`src/rtl/spi_gain_pkg.sv`:
```
package spi_gain_pkg;

    localparam int FRAME_BITS = 16;
    localparam int ADDR_W     = 7;
    localparam int DATA_W     = 8;
    localparam int GAIN_W     = 6;
    localparam int NUM_CH     = 2;

    // bit of a register byte that carries the channel enable
    localparam int EN_BIT = DATA_W - 1;

    // stored bits of a register byte: enable and gain, bit 6 dropped
    localparam logic [DATA_W-1:0] REG_MASK =
        DATA_W'((1 << EN_BIT) | ((1 << GAIN_W) - 1));

    // register byte after reset: enabled, gain zero
    localparam logic [DATA_W-1:0] REG_RESET = DATA_W'(1 << EN_BIT);

    typedef enum logic {
        ACC_WRITE = 1'b0,
        ACC_READ  = 1'b1
    } acc_e;

    typedef struct packed {
        acc_e              kind;
        logic [ADDR_W-1:0] addr;
        logic [DATA_W-1:0] data;
    } frame_t;

    function automatic logic [DATA_W-1:0] reg_clean(input logic [DATA_W-1:0] raw);
        return raw & REG_MASK;
    endfunction

    function automatic logic [GAIN_W-1:0] reg_gain(input logic [DATA_W-1:0] r);
        return r[GAIN_W-1:0];
    endfunction

    function automatic logic reg_en(input logic [DATA_W-1:0] r);
        return r[EN_BIT];
    endfunction

endpackage

```
`src/rtl/spi_gain_sync.sv`:
```
module spi_gain_sync #(
    parameter int                 WIDTH   = 3,
    parameter int                 STAGES  = 2,
    parameter logic [WIDTH-1:0]   RST_VAL = '0
) (
    input  logic             clk,
    input  logic             rst,
    input  logic [WIDTH-1:0] pin_i,
    output logic [WIDTH-1:0] lvl_o,
    output logic [WIDTH-1:0] rise_o,
    output logic [WIDTH-1:0] fall_o
);

    logic [WIDTH-1:0] chain [STAGES];
    logic [WIDTH-1:0] prev;

    generate
        for (genvar s = 0; s < STAGES; s++) begin : g_stage
            if (s == 0) begin : g_first
                always_ff @(posedge clk) begin
                    if (rst) chain[s] <= RST_VAL;
                    else     chain[s] <= pin_i;
                end
            end else begin : g_next
                always_ff @(posedge clk) begin
                    if (rst) chain[s] <= RST_VAL;
                    else     chain[s] <= chain[s-1];
                end
            end
        end
    endgenerate

    always_ff @(posedge clk) begin
        if (rst) prev <= RST_VAL;
        else     prev <= chain[STAGES-1];
    end

    assign lvl_o  = chain[STAGES-1];
    assign rise_o = chain[STAGES-1] & ~prev;
    assign fall_o = ~chain[STAGES-1] & prev;

endmodule

```
`src/rtl/spi_gain_shifter.sv`:
```
module spi_gain_shifter
    import spi_gain_pkg::*;
#(
    parameter int NBITS = FRAME_BITS,
    parameter int DW    = DATA_W,
    parameter int AW    = ADDR_W
) (
    input  logic          clk,
    input  logic          rst,
    input  logic          cs_low,
    input  logic          cs_fall,
    input  logic          cs_rise,
    input  logic          sclk_rise,
    input  logic          sclk_fall,
    input  logic          mosi,
    input  logic [DW-1:0] rd_data,
    output logic [AW-1:0] rd_addr,
    output logic          commit,
    output frame_t        frame,
    output logic          miso
);

    localparam int CNT_MAX = NBITS + 1;
    localparam int CNT_W   = $clog2(CNT_MAX + 1);
    localparam int HDR     = NBITS - DW;

    logic [NBITS-1:0] shreg;
    logic [CNT_W-1:0] cnt;
    logic [DW-1:0]    out_sr;
    logic             tx_on;

    always_ff @(posedge clk) begin
        if (rst) begin
            cnt   <= '0;
            shreg <= '0;
        end else if (cs_fall) begin
            cnt   <= '0;
            shreg <= '0;
        end else if (cs_low && sclk_rise) begin
            shreg <= {shreg[NBITS-2:0], mosi};
            if (cnt != CNT_W'(CNT_MAX)) cnt <= cnt + 1'b1;
        end
    end

    // after HDR rising edges the low bits hold {kind, addr}
    assign rd_addr = shreg[AW-1:0];

    always_ff @(posedge clk) begin
        if (rst || cs_fall || !cs_low) begin
            tx_on  <= 1'b0;
            out_sr <= '0;
        end else if (sclk_fall) begin
            if (cnt == CNT_W'(HDR) && shreg[AW] == ACC_READ) begin
                tx_on  <= 1'b1;
                out_sr <= rd_data;
            end else if (cnt >= CNT_W'(NBITS)) begin
                tx_on  <= 1'b0;
                out_sr <= '0;
            end else if (tx_on) begin
                out_sr <= {out_sr[DW-2:0], 1'b0};
            end
        end
    end

    assign miso   = tx_on & cs_low & out_sr[DW-1];
    assign commit = cs_rise && (cnt == CNT_W'(NBITS));
    assign frame  = frame_t'(shreg);

    // the edge counter saturates one past a full frame
    p_cnt_sat_r5: assert property (@(posedge clk) disable iff (rst)
        cnt <= CNT_W'(CNT_MAX));

    // no read data outside an asserted chip select
    p_miso_idle_r8: assert property (@(posedge clk) disable iff (rst)
        !cs_low |-> !miso);

    // a new frame always starts from an empty count
    p_fresh_r9: assert property (@(posedge clk) disable iff (rst)
        cs_fall |=> (cnt == '0));

endmodule

```
`src/rtl/spi_gain_regfile.sv`:
```
module spi_gain_regfile
    import spi_gain_pkg::*;
#(
    parameter int NCH = NUM_CH,
    parameter int DW  = DATA_W,
    parameter int AW  = ADDR_W,
    parameter int GW  = GAIN_W
) (
    input  logic                   clk,
    input  logic                   rst,
    input  logic                   commit,
    input  frame_t                 frame,
    input  logic [AW-1:0]          rd_addr,
    output logic [DW-1:0]          rd_data,
    output logic [NCH-1:0][GW-1:0] gain_o,
    output logic [NCH-1:0]         en_o
);

    logic [DW-1:0] regs [NCH];

    generate
        for (genvar c = 0; c < NCH; c++) begin : g_ch
            always_ff @(posedge clk) begin
                if (rst)
                    regs[c] <= REG_RESET;
                else if (commit && frame.kind == ACC_WRITE && frame.addr == AW'(c))
                    regs[c] <= reg_clean(frame.data);
            end
            assign gain_o[c] = reg_gain(regs[c]);
            assign en_o[c]   = reg_en(regs[c]);
        end
    endgenerate

    always_comb begin
        rd_data = '0;
        for (int c = 0; c < NCH; c++) begin
            if (rd_addr == AW'(c)) rd_data = regs[c];
        end
    end

    // the unused bit position never holds a one
    p_bit6_zero_r10: assert property (@(posedge clk) disable iff (rst)
        (rd_data & ~REG_MASK) == '0);

endmodule

```
`src/rtl/spi_gain_port.sv`:
```
module spi_gain_port
    import spi_gain_pkg::*;
#(
    parameter int SYNC_STAGES = 2
) (
    input  logic              clk,
    input  logic              rst,
    input  logic              spi_cs_n,
    input  logic              spi_sclk,
    input  logic              spi_mosi,
    output logic              spi_miso,
    output logic              spi_miso_oe,
    output logic [GAIN_W-1:0] gain_a,
    output logic              en_a,
    output logic [GAIN_W-1:0] gain_b,
    output logic              en_b
);

    localparam int PIN_CS   = 2;
    localparam int PIN_SCLK = 1;
    localparam int PIN_MOSI = 0;

    logic [2:0] lvl, rise, fall;
    logic       cs_low;
    logic       commit;
    frame_t     frame;
    logic [ADDR_W-1:0] rd_addr;
    logic [DATA_W-1:0] rd_data;
    logic [NUM_CH-1:0][GAIN_W-1:0] gains;
    logic [NUM_CH-1:0]             ens;

    spi_gain_sync #(
        .WIDTH  (3),
        .STAGES (SYNC_STAGES),
        .RST_VAL(3'b100)
    ) sync_i (
        .clk   (clk),
        .rst   (rst),
        .pin_i ({spi_cs_n, spi_sclk, spi_mosi}),
        .lvl_o (lvl),
        .rise_o(rise),
        .fall_o(fall)
    );

    assign cs_low = ~lvl[PIN_CS];

    spi_gain_shifter shift_i (
        .clk      (clk),
        .rst      (rst),
        .cs_low   (cs_low),
        .cs_fall  (fall[PIN_CS]),
        .cs_rise  (rise[PIN_CS]),
        .sclk_rise(rise[PIN_SCLK]),
        .sclk_fall(fall[PIN_SCLK]),
        .mosi     (lvl[PIN_MOSI]),
        .rd_data  (rd_data),
        .rd_addr  (rd_addr),
        .commit   (commit),
        .frame    (frame),
        .miso     (spi_miso)
    );

    spi_gain_regfile regs_i (
        .clk    (clk),
        .rst    (rst),
        .commit (commit),
        .frame  (frame),
        .rd_addr(rd_addr),
        .rd_data(rd_data),
        .gain_o (gains),
        .en_o   (ens)
    );

    assign spi_miso_oe = cs_low;
    assign gain_a = gains[0];
    assign en_a   = ens[0];
    assign gain_b = gains[1];
    assign en_b   = ens[1];

    // a release without a full frame leaves every register alone
    p_abort_keep_r4: assert property (@(posedge clk) disable iff (rst)
        (rise[PIN_CS] && !commit) |=> ($stable(gains) && $stable(ens)));

    // registers only move at a chip select release
    p_hold_low_r3: assert property (@(posedge clk) disable iff (rst)
        !$past(commit) |-> ($stable(gains) && $stable(ens)));

    // a committed write to address 0 lands on channel A
    p_write_a_r3: assert property (@(posedge clk) disable iff (rst)
        (commit && frame.kind == ACC_WRITE && frame.addr == '0)
            |=> (gain_a == $past(frame.data[GAIN_W-1:0]) && en_a == $past(frame.data[DATA_W-1])));

    // a read frame leaves the registers unchanged
    p_read_keep_r7: assert property (@(posedge clk) disable iff (rst)
        (commit && frame.kind == ACC_READ) |=> ($stable(gains) && $stable(ens)));

endmodule

```
`config.mk`:
```
export PLATFORM = sky130hd
export DESIGN_NAME = spi_gain_port
export DESIGN_NICKNAME = d
export VERILOG_FILES = /design/src/rtl/spi_gain_pkg.sv /design/src/rtl/spi_gain_sync.sv /design/src/rtl/spi_gain_shifter.sv /design/src/rtl/spi_gain_regfile.sv /design/src/rtl/spi_gain_port.sv
export SDC_FILE = /design/constraint.sdc
export NUM_CORES = 1
export LEC_CHECK = 0
export ABC_AREA = 1
export BUFFER_PORTS_ARGS = -buffer_cell sky130_fd_sc_hd__buf_2
export CAP_MARGIN = 20
export CORE_MARGIN = 1
export CORE_UTILIZATION = 50
export DETAILED_ROUTE_END_ITERATION = 8
export PLACE_DENSITY = 0.71
export SYNTH_ARGS = -nofsm -noshare
export SYNTH_HDL_FRONTEND = slang
export SYNTH_SLANG_ARGS = --single-unit
```
`constraint.sdc`:
```
create_clock -name clk -period 1.4 [get_ports clk]
set_input_delay 0.35 -clock clk [delete_from_list [all_inputs] [get_ports clk]]
set_output_delay 0.35 -clock clk [all_outputs]
set_load 0.01 [all_outputs]
```
==> results.json, run 1 <==
{
  "timing_worst_slew_pin_value_ps": 349,
  "htreeDepth": 2,
  "p_switching_mw": 0.602,
  "dr_wl_cell_microns": 12.0,
  "nNetsFinal": 366,
  "syn_avg_cell_area_sq_um": 7.69,
  "clk_path_buf_depth": 2,
  "power.clock.fraction_pct": 32.7,
  "number_of_cells_on_the_worst_reg_to_reg_path": 7,
  "die_x_microns": 70.8,
  "postRouteAntennaNets": 0,
  "ys_ff_latch": 52,
  "timing.setup.critical_path_class": "register to register",
  "floorplan.initialDensity_pct": 53.3,
  "power_frac_seq_pct": 61.4,
  "post-dp-hpwl_microns": 3610,
  "worstPathRequired_ps": 1580,
  "design.die.area_sq_um": 5010,
  "synth.most_common_cell": "nor2_1",
  "holdWs_ps": 229,
  "place_ws_ps": -43.6,
  "vias_in_the_first_global_route": 1923,
  "hold_violations": 0,
  "synth_top_area_share_pct": 32.1,
  "io_pins": 21,
  "max_freq_ghz": 0.718,
  "grt_start_max_net_pins": 29,
  "cell_internal_pwr_mw": 1.97,
  "first_pass_grt_wire_length_microns": 8270,
  "cts_num_sinks": 52,
  "design.core.area_sq_um": 4440,
  "clockRootBuffer": "clkbuf_8",
  "stdcell_area_sq_um": 2950,
  "end_kind": "register",
  "hold_path.startpoint": "spi_cs_n",
  "netlist_area_sq_um": 2370,
  "power_leakage_nw": 1.28,
  "run_status": "finished, final reports clean",
  "arrival_ps": 1570,
  "detail_route.iter0.violations": 185,
  "insertedDiodeCount": 0,
  "grtUsageTotal_pct": 21.4,
  "slew_viol_final": 0,
  "synth_fp_nets": 316,
  "post_synth_top_flop": "dfxtp_1",
  "power.switching_fraction_pct": 23.4,
  "synth_seq_area_share_pct": 49.9,
  "totalPowerFinal_mw": 2.57,
  "cp_max_fo": 6,
  "post_route_drc": 0,
  "hold_depth": 2,
  "synth.cells.most_frequent": "70 x nor2_1, 47 x nand2_1, 41 x inv_1, 38 x dfxtp_1, 23 x a21oi_1",
  "r2r_start": "shift_i.cnt[0]$_SDFFE_PP0P_",
  "drive_above_1_share_pct": 29.8,
  "final_setup_violations": 0,
  "power.ir.vdd_worst_mv": 0.616,
  "overflow": 0,
  "dpl_cell_area_sq_um": 2740,
  "post_drt_via_cell_ratio": 5.06,
  "syn_to_final_growth_pct": 24.6,
  "hold_path_class": "input port to register",
  "worstSetupStartpoint": "shift_i.cnt[0]$_SDFFE_PP0P_",
  "timing.final.ws_setup_ps": 6.38,
  "clock_insertion_delay_worst_skew_ps": 310,
  "period_needed_ps": 1390,
  "rsz_0062_raised_after_global_routing": "true",
  "first_pass_iters": 6,
  "drt-total-wl_microns": 4920,
  "via_count": 2078,
  "postSynth.asyncResetShare_pct": 0,
  "row_count": 24,
  "yosys_warnings": 0,
  "top_cells_by_area_synth": "dfxtp_1 32%, edfxtp_1 18%, nor2_1 11%",
  "cts_inserted_buffers": 5,
  "fin_crit_sh_pct": 99.5,
  "max_slew_margin_pct": 76.7,
  "tritoncts_clock_tree": "yes",
  "yosys.cell_types.count": 28,
  "yosysTopAreaCell": "dfxtp_1",
  "clk_pin_slew_ps": 100,
  "power.density_nw_per_um2": 872,
  "finClkSkew_ps": 13.1,
  "critPathLaunchType": "register",
  "number_of_flops_mapped_to_enable_cells_by_yosys": 14,
  "grt_antenna_before_repair": 0,
  "placement.io_buffers": 20,
  "share_comb_of_total_power_pct": 5.8,
  "synth_cells": 308,
  "max_cap_viol_count": 0,
  "gp_congestion": 0.929,
  "die_height_microns": 70.8
}
==> power by group through the flow <==
stage	sequential (mW)	combinational (mW)	clock, mW
2_1_floorplan	1.62	0.0733	0
3_3_place_gp	1.61	0.137	0
3_5_place_dp	1.62	0.140	0
4_1_cts	1.58	0.143	0.876
5_1_grt	1.58	0.167	0.936
6_report	1.58	0.150	0.842
==> kinds of logic after synthesis <==
| logic type | share of synthesized area, % |
|---|---|
| AO/OA/AOI/OAI | 9.09 |
| flip-flops | 49.9 |
| XOR/XNOR | 0.740 |
| buffers and inverters | 9.14 |
| AND/OR/NAND/NOR | 29.5 |
| adder cells (fa/ha/maj) | 1.59 |
==> cell usage in the layout, fill, tap and decap left out, types with 16 or more instances in the layout <==
cell type / count
nor2_1: 59
nand2_1: 42
dfxtp_1: 36
inv_1: 33
buf_4: 29
a21oi_1: 22
o21ai_0: 20
buf_2: 20
nand3_1: 16
==> state kept, by name, indices dropped and copies added, names as in the netlist <==
register and flops:
regs_i.regs 14, shift_i.cnt 5, shift_i.frame 16, shift_i.out_sr 8
shift_i.tx_on 1, sync_i.chain 6, sync_i.prev 2
==> metal layers <==
| layer | part of all wire (%) | vias up | GRT usage [%] | wire length [microns] |
|---|---|---|---|---|
| met5 | 0 | - | 0 | 0 |
| met4 | 2.8 | 0 | 10.2 | 140 |
| met3 | 3.7 | 13 | 4.99 | 181 |
| met2 | 46 | 44 | 35.1 | 2280 |
| met1 | 47 | 947 | 26.8 | 2330 |
| li1 | - | 1074 | - | - |
==> path summary, 6_finish.rpt <==
check | end | slack, ps
setup / recovery | regs_i.regs[1][4]$_SDFFCE_PN0P_ | 6
hold / removal | sync_i.chain[0][2]$_SDFF_PP1_ | 230
setup reg to reg | regs_i.regs[1][4]$_SDFFCE_PN0P_ | 6
hold reg to reg | sync_i.chain[1][1]$_SDFF_PP0_ | 410
==> per-stage QoR <==
stage,instances,TNS [ps],util [%]
3_3_place_gp,400,0,61.6
3_5_place_dp,400,-354,61.6
2_1_floorplan,308,0,-
5_1_grt,411,-1190,66.4
4_1_cts,409,0,64.3
6_report,411,0,66.4
==> area by class of cell <==
type                       instances  area (sq um)
fill                             388          1490
sequential                        52          1180
multi-input combinational        203          1080
timing repair buffer              52           369
inverter                          44           165
clock buffer                       5          68.8
tap                               52          65.1
clock inverter                     3          18.8
==> what timing repair did <==
| action | CTS | global route |
|---|---|---|
| resized for setup | 5 | 30 |
| setup endpoints to repair | 17 | 38 |
| cloned | 0 | 0 |
| hold buffers | 0 | 0 |
| pin swaps | 2 | 10 |
| buffers inserted | 1 | 2 |
==> critical path, cell delays in order (launching register included) <==
cell and delay, ps:
dfxtp_2 330, inv_2 70, ha_4 140, nand4_1 120, nor3_4 250, buf_6 130, nand3_4 90, nor2_1 130
(Power assumes the default switching activity.)
==> run 2, diff against run 1 <==
--- a/config.mk
+++ b/config.mk
@@ -11,7 +11,7 @@
 export CORE_MARGIN = 1
 export CORE_UTILIZATION = 50
 export DETAILED_ROUTE_END_ITERATION = 8
-export PLACE_DENSITY = 0.71
+export PLACE_DENSITY = 0.72
 export SYNTH_ARGS = -nofsm -noshare
 export SYNTH_HDL_FRONTEND = slang
 export SYNTH_SLANG_ARGS = --single-unit
==> run 2 against run 1 <==
The flow now finishes with violations (design-rule violations). Sequential cell count is the same. Cell count shrank 0.97%. Die area is the same. Critical path type unchanged. Critical endpoint is now shift_i.out_sr[2]$_SDFFE_PP0P_. Highest routed layer unchanged.
==> results.json, run 2 (same netlist as run 1, synthesis figures left out) <==
{
  "postRouteAntennaNets": 0,
  "finClkSkew_ps": 15.1,
  "path_cells": "inv_2 -> ha_4 -> nand2_2 -> inv_2 -> nand3_4 -> buf_12 -> nor2_4 -> nand2_2 -> nor2_2 -> nor2_1 -> nor2_1",
  "crit_family": "simple AND/OR/NAND/NOR gates",
  "period_needed_ps": 1380,
  "max_cap_viol_count": 0,
  "post-dp-hpwl_microns": 3630,
  "hold_depth": 2,
  "detail_route.iter0.violations": 134,
  "timing.final.ws_setup_ps": 24.3,
  "io_pins": 21,
  "hold_violations": 0,
  "critPathLaunchType": "register",
  "most_common_cell_after_layout_fill_and_taps_aside": "nor2_1",
  "post_route_drc": 6,
  "htreeDepth": 2,
  "insertedDiodeCount": 0,
  "final_setup_violations": 0,
  "dpl_cell_area_sq_um": 2720,
  "number_of_cells_on_the_worst_reg_to_reg_path": 11,
  "worstPathRequired_ps": 1660,
  "gp_congestion": 0.834,
  "totalPowerFinal_mw": 2.94,
  "placed_cells": 398,
  "r2r_setup_slack_ps": 20,
  "grt_busiest_layer": "met2",
  "cts_num_sinks": 52,
  "grtUsageTotal_pct": 20.9,
  "commonest_non_fill_non_tap_cells_in_the_layout": "59 x nor2_1, 41 x nand2_1, 37 x inv_1",
  "dr_wl_cell_microns": 12.3,
  "syn_to_final_growth_pct": 25.3,
  "die_height_microns": 70.8,
  "nNetsFinal": 362,
  "design.die.area_sq_um": 5010,
  "clockRootBuffer": "clkbuf_8",
  "hold_path_class": "input port to register",
  "largest_reg_flops": 16,
  "grt_use_met2_pct": 35.1,
  "r2r_start": "shift_i.cnt[0]$_SDFFE_PP0P_",
  "stdcell_area_sq_um": 2970,
  "violations_in_the_final_reports": "design-rule violations",
  "hold_path.startpoint": "spi_cs_n",
  "timing.critical_path.buf_inv": 3,
  "timing.setup.critical_path_class": "register to register",
  "slowest_delay_ps": 330,
  "post_drt_via_cell_ratio": 4.98,
  "power.ir.vdd_worst_mv": 0.685,
  "cp_max_fo": 6,
  "first_pass_grt_wire_length_microns": 8200,
  "place_ws_ps": -15.0,
  "power_leakage_nw": 1.29,
  "run_status": "finished, violations left",
  "grt_antenna_before_repair": 0,
  "hold-path-endpoint": "sync_i.chain[0][2]$_SDFF_PP1_",
  "drt-total-wl_microns": 5000,
  "finalNonFillerCells": 407,
  "cts_setup_buffers": 0,
  "grt_util_met3_pct": 3.70,
  "placement.io_buffers": 20,
  "first_pass_iters": 6,
  "clk_path_buf_depth": 2,
  "via_count": 2028,
  "max_freq_ghz": 0.727,
  "gr-usage-met1_pct": 26.7,
  "vias_in_the_first_global_route": 1855,
  "drive_above_1_share_pct": 27.6,
  "timing_worst_slew_pin_value_ps": 371,
  "rsz_0062_raised_after_global_routing": "true",
  "clock_insertion_delay_worst_skew_ps": 310,
  "die_x_microns": 70.8,
  "end_kind": "register",
  "grt_start_max_net_pins": 29,
  "slew_viol_final": 0,
  "overflow": 0,
  "cts_inserted_buffers": 5,
  "power.density_nw_per_um2": 990,
  "arrival_ps": 1630,
  "design.core.area_sq_um": 4440,
  "fin_crit_sh_pct": 98.3,
  "tritoncts_clock_tree": "yes",
  "r2r-end": "shift_i.out_sr[2]$_SDFFE_PP0P_",
  "max_slew_margin_pct": 75.2,
  "row_count": 24,
  "floorplan.initialDensity_pct": 53.3,
  "slowest_stage": "dfxtp_2",
  "clk_pin_slew_ps": 100
}
run 2: worst register-to-register path, delay by kind of cell, from the launching register on:
kind	cells	cell delay (ps)
AND/OR/NAND/NOR	7	550
flip-flops	1	330
buffers and inverters	3	310
adder cells (fa/ha/maj)	1	140
run 2: routing by layer:
layer | wire [microns] | vias to the layer above
met5 | 0 | -
met2 | 2440 | 35
met4 | 79 | 0
met1 | 2350 | 920
met3 | 137 | 10
li1 | - | 1063
run 2: area by class of cell:
cell class / instances / area (sq um)
clock inverters: 2 / 60.1
flip-flops and latches: 52 / 1180
inverters: 44 / 165
repair buffers: 48 / 353
multi-input cells: 203 / 1070
well taps: 52 / 65.1
clock buffers: 6 / 72.6
fillers: 382 / 1480
run 2: metrics by stage:
stage          TNS (ps)  hold slack, ps  util, %
5_1_grt            -997             223     66.8
3_3_place_gp          0             389     61.3
4_1_cts               0             221     64.4
2_1_floorplan         0             388        -
6_report              0             229     66.8
3_5_place_dp       -104             396     61.3
run 2: what timing repair did:
item,CTS,global route
resized for setup,2,27
gates cloned,0,1
hold buffers,0,0
setup endpoints to repair,8,39
pin swaps,0,12
run 2: power breakdown:
part           switching, mW  internal, mW  total (mW)
sequential            0.0143          1.57        1.58
combinational         0.0891        0.0574       0.146
clock                  0.496         0.715        1.21
run 2: how the worst max path moves through the flow:
stage / from / endpoint / depth (start not counted)
floorplan: shift_i.cnt[1]$_SDFFE_PP0P_ / regs_i.regs[1][0]$_SDFFCE_PN0P_ / 6
global placement: shift_i.cnt[1]$_SDFFE_PP0P_ / regs_i.regs[1][4]$_SDFFCE_PN0P_ / 6
detailed placement: shift_i.cnt[1]$_SDFFE_PP0P_ / regs_i.regs[1][4]$_SDFFCE_PN0P_ / 6
CTS: shift_i.cnt[1]$_SDFFE_PP0P_ / regs_i.regs[1][6]$_SDFFCE_PN1P_ / 6
global route: shift_i.cnt[0]$_SDFFE_PP0P_ / shift_i.out_sr[2]$_SDFFE_PP0P_ / 11
finish: shift_i.cnt[0]$_SDFFE_PP0P_ / shift_i.out_sr[2]$_SDFFE_PP0P_ / 11
==> run 3, diff against run 2 <==
--- a/config.mk
+++ b/config.mk
@@ -5,13 +5,12 @@
 export SDC_FILE = /design/constraint.sdc
 export NUM_CORES = 1
 export LEC_CHECK = 0
-export ABC_AREA = 1
 export BUFFER_PORTS_ARGS = -buffer_cell sky130_fd_sc_hd__buf_2
 export CAP_MARGIN = 20
 export CORE_MARGIN = 1
 export CORE_UTILIZATION = 50
 export DETAILED_ROUTE_END_ITERATION = 8
-export PLACE_DENSITY = 0.72
+export PLACE_DENSITY = 0.73
 export SYNTH_ARGS = -nofsm -noshare
 export SYNTH_HDL_FRONTEND = slang
 export SYNTH_SLANG_ARGS = --single-unit
==> run 3 against run 2 <==
Largest power group unchanged. Worst setup slack worse by 430 ps. Utilization grew 8.4 points. Highest routed layer unchanged. The run ends with negative setup slack left. Cell count fell by 13%.
==> results.json, run 3 <==
{
  "worstPathRequired_ps": 1610,
  "run_status": "finished, violations left",
  "max_freq_ghz": 0.554,
  "dpl_cell_area_sq_um": 2740,
  "drive_above_1_share_pct": 42.5,
  "insertedDiodeCount": 0,
  "overflow": 0,
  "syn_to_final_growth_pct": 44.6,
  "arrival_ps": 2010,
  "commonest_non_fill_non_tap_cells_in_the_layout": "43 x buf_4, 34 x nand2_1, 34 x dfxtp_1",
  "totalPowerFinal_mw": 2.56,
  "grt_start_max_net_pins": 20,
  "utilization_pct": 75.2,
  "syn_avg_cell_area_sq_um": 9.67,
  "postRouteAntennaNets": 0,
  "max_slew_margin_pct": 78.7,
  "max_cap_viol_count": 0,
  "most_common_cell_after_layout_fill_and_taps_aside": "buf_4",
  "cp_max_fo": 7,
  "slowest_stage": "o31a_1",
  "hold_path_class": "input port to register",
  "slowest_delay_ps": 400,
  "hold_violations": 0,
  "final_setup_violations": 41,
  "r2r_setup_slack_ps": -400,
  "power_leakage_nw": 1.21,
  "via_count": 2085,
  "grt_antenna_before_repair": 0,
  "synth.cells.most_frequent": "38 x dfxtp_1, 34 x nand2_1, 21 x a21oi_1, 16 x nor4_1",
  "end_kind": "register",
  "yosys.cell_types.count": 39,
  "top_cells_by_area_synth": "dfxtp_1 34%, edfxtp_1 19%, nand2_1 5.6%",
  "final.setup.tns_ps": -11400,
  "first_pass_grt_wire_length_microns": 9520,
  "floorplan.initialDensity_pct": 52.0,
  "clk_pin_slew_ps": 90,
  "critPathLaunchType": "register",
  "grtUsageTotal_pct": 24.8,
  "clock_insertion_delay_worst_skew_ps": 310,
  "slew_viol_final": 0,
  "dr_wl_cell_microns": 17.3,
  "synth_top_area_share_pct": 33.6,
  "period_needed_ps": 1800,
  "yosys_warnings": 0,
  "finClkSkew_ps": 9.90,
  "synth_cells": 234,
  "number_of_flops_mapped_to_enable_cells_by_yosys": 14,
  "die_x_microns": 69.3,
  "timing_worst_slew_pin_value_ps": 316,
  "power.density_nw_per_um2": 781,
  "power.ir.vdd_worst_mv": 0.696,
  "detail_route.iter0.violations": 122,
  "drt-total-wl_microns": 6110,
  "first_pass_iters": 5,
  "design.die.area_sq_um": 4800,
  "tritoncts_clock_tree": "yes",
  "postSynth.asyncResetShare_pct": 0,
  "largest_reg_flops": 16,
  "post-dp-hpwl_microns": 3550,
  "ys_ff_latch": 52,
  "synth_seq_area_share_pct": 52.2,
  "stdcell_area_sq_um": 3270,
  "synth.most_common_cell": "dfxtp_1",
  "post_route_drc": 0,
  "io_pins": 21,
  "row_count": 24,
  "netlist_area_sq_um": 2260,
  "timing.setup.critical_path_class": "register to register",
  "fin_crit_sh_pct": 129,
  "die_height_microns": 69.3,
  "path_cells": "inv_2 -> ha_4 -> buf_4 -> buf_6 -> and4b_2 -> o31a_1 -> o221a_1",
  "gp_congestion": 0.814,
  "rsz_0062_raised_after_global_routing": "true",
  "vias_in_the_first_global_route": 1963,
  "cts_num_sinks": 52,
  "clk_path_buf_depth": 2,
  "timing.final.ws_setup_ps": -404,
  "synth_fp_nets": 242,
  "placement.io_buffers": 20,
  "htreeDepth": 2,
  "clockRootBuffer": "clkbuf_8",
  "post_drt_via_cell_ratio": 5.91,
  "design.core.area_sq_um": 4350,
  "nNetsFinal": 308,
  "post_synth_top_flop": "dfxtp_1",
  "timing.critical_path.buf_inv": 3,
  "violations_in_the_final_reports": "negative setup slack",
  "cts_inserted_buffers": 5,
  "yosysTopAreaCell": "dfxtp_1",
  "final.fill_count": 263,
  "crit_family": "compound AO/OA/AOI/OAI gates"
}
-- run 3: cell count changes after synthesis, moves of 13 or more --
| cell | before | now |
|---|---|---|
| nand2_1 | 47 | 34 |
| nor4_1 | 0 | 16 |
| nand3_1 | 18 | 4 |
| o21ai_0 | 20 | 2 |
| inv_1 | 41 | 11 |
| clkbuf_1 | 1 | 14 |
| nor2_1 | 70 | 1 |
-- run 3: logic make-up after synthesis --
group                    count (synthesis)  share of synthesized area [%]
adder cells (fa/ha/maj)                  3                           1.66
flip-flops                              52                           52.2
buffers and inverters                   29                           4.92
multiplexers                             9                           4.04
AND/OR/NAND/NOR                         94                           23.4
AO/OA/AOI/OAI                           47                           13.8
-- run 3: what timing repair did --
item | CTS | global route
resized for setup | 39 | 30
pin swaps | 3 | 9
hold buffers | 0 | 0
setup endpoints to repair | 41 | 55
gates cloned | 0 | 0
buffers inserted | 7 | 8
-- run 3: through the flow --
stage	std cells	setup slack, ps	hold slack [ps]
finish	353	-404	214
detailed placement	332	-412	393
CTS	347	-331	214
floorplan	234	-312	383
global route	353	-467	228
global placement	332	-312	392
-- run 3: final cells by class --
type                    count  area [sq um]  share of cell area, %
clock buffers               5          68.8                   2.10
clock inverters             3          13.8                  0.420
inverters                  12          47.5                   1.45
multi-input cells         153          1290                   39.5
flip-flops and latches     52          1190                   36.2
well taps                  52          65.1                   1.99
repair buffers             76           599                   18.3
-- run 3: final timing paths --
path	from	to	cells past startpoint
worst max register to register	shift_i.cnt[1]$_SDFFE_PP0P_	shift_i.out_sr[5]$_SDFFE_PP0P_	7
worst min-delay path	spi_cs_n	sync_i.chain[0][2]$_SDFF_PP1_	2
worst min register to register	sync_i.chain[0][2]$_SDFF_PP1_	sync_i.chain[1][2]$_SDFF_PP1_	1
worst max-delay path	shift_i.cnt[1]$_SDFFE_PP0P_	shift_i.out_sr[5]$_SDFFE_PP0P_	7
-- run 3: where the power goes --
part           internal (mW)  total [mW]  switching, mW
combinational         0.0654       0.152         0.0871
clock                  0.339       0.833          0.494
sequential              1.56        1.57         0.0107
-- run 3: layer usage --
metal | up-vias | global-route usage (%) | wire (microns)
met4 | 0 | 10.7 | 182
met3 | 21 | 3.92 | 215
met1 | 1012 | 31.1 | 2620
met2 | 63 | 42.3 | 3100
li1 | 989 | - | -
met5 | - | 0 | 0
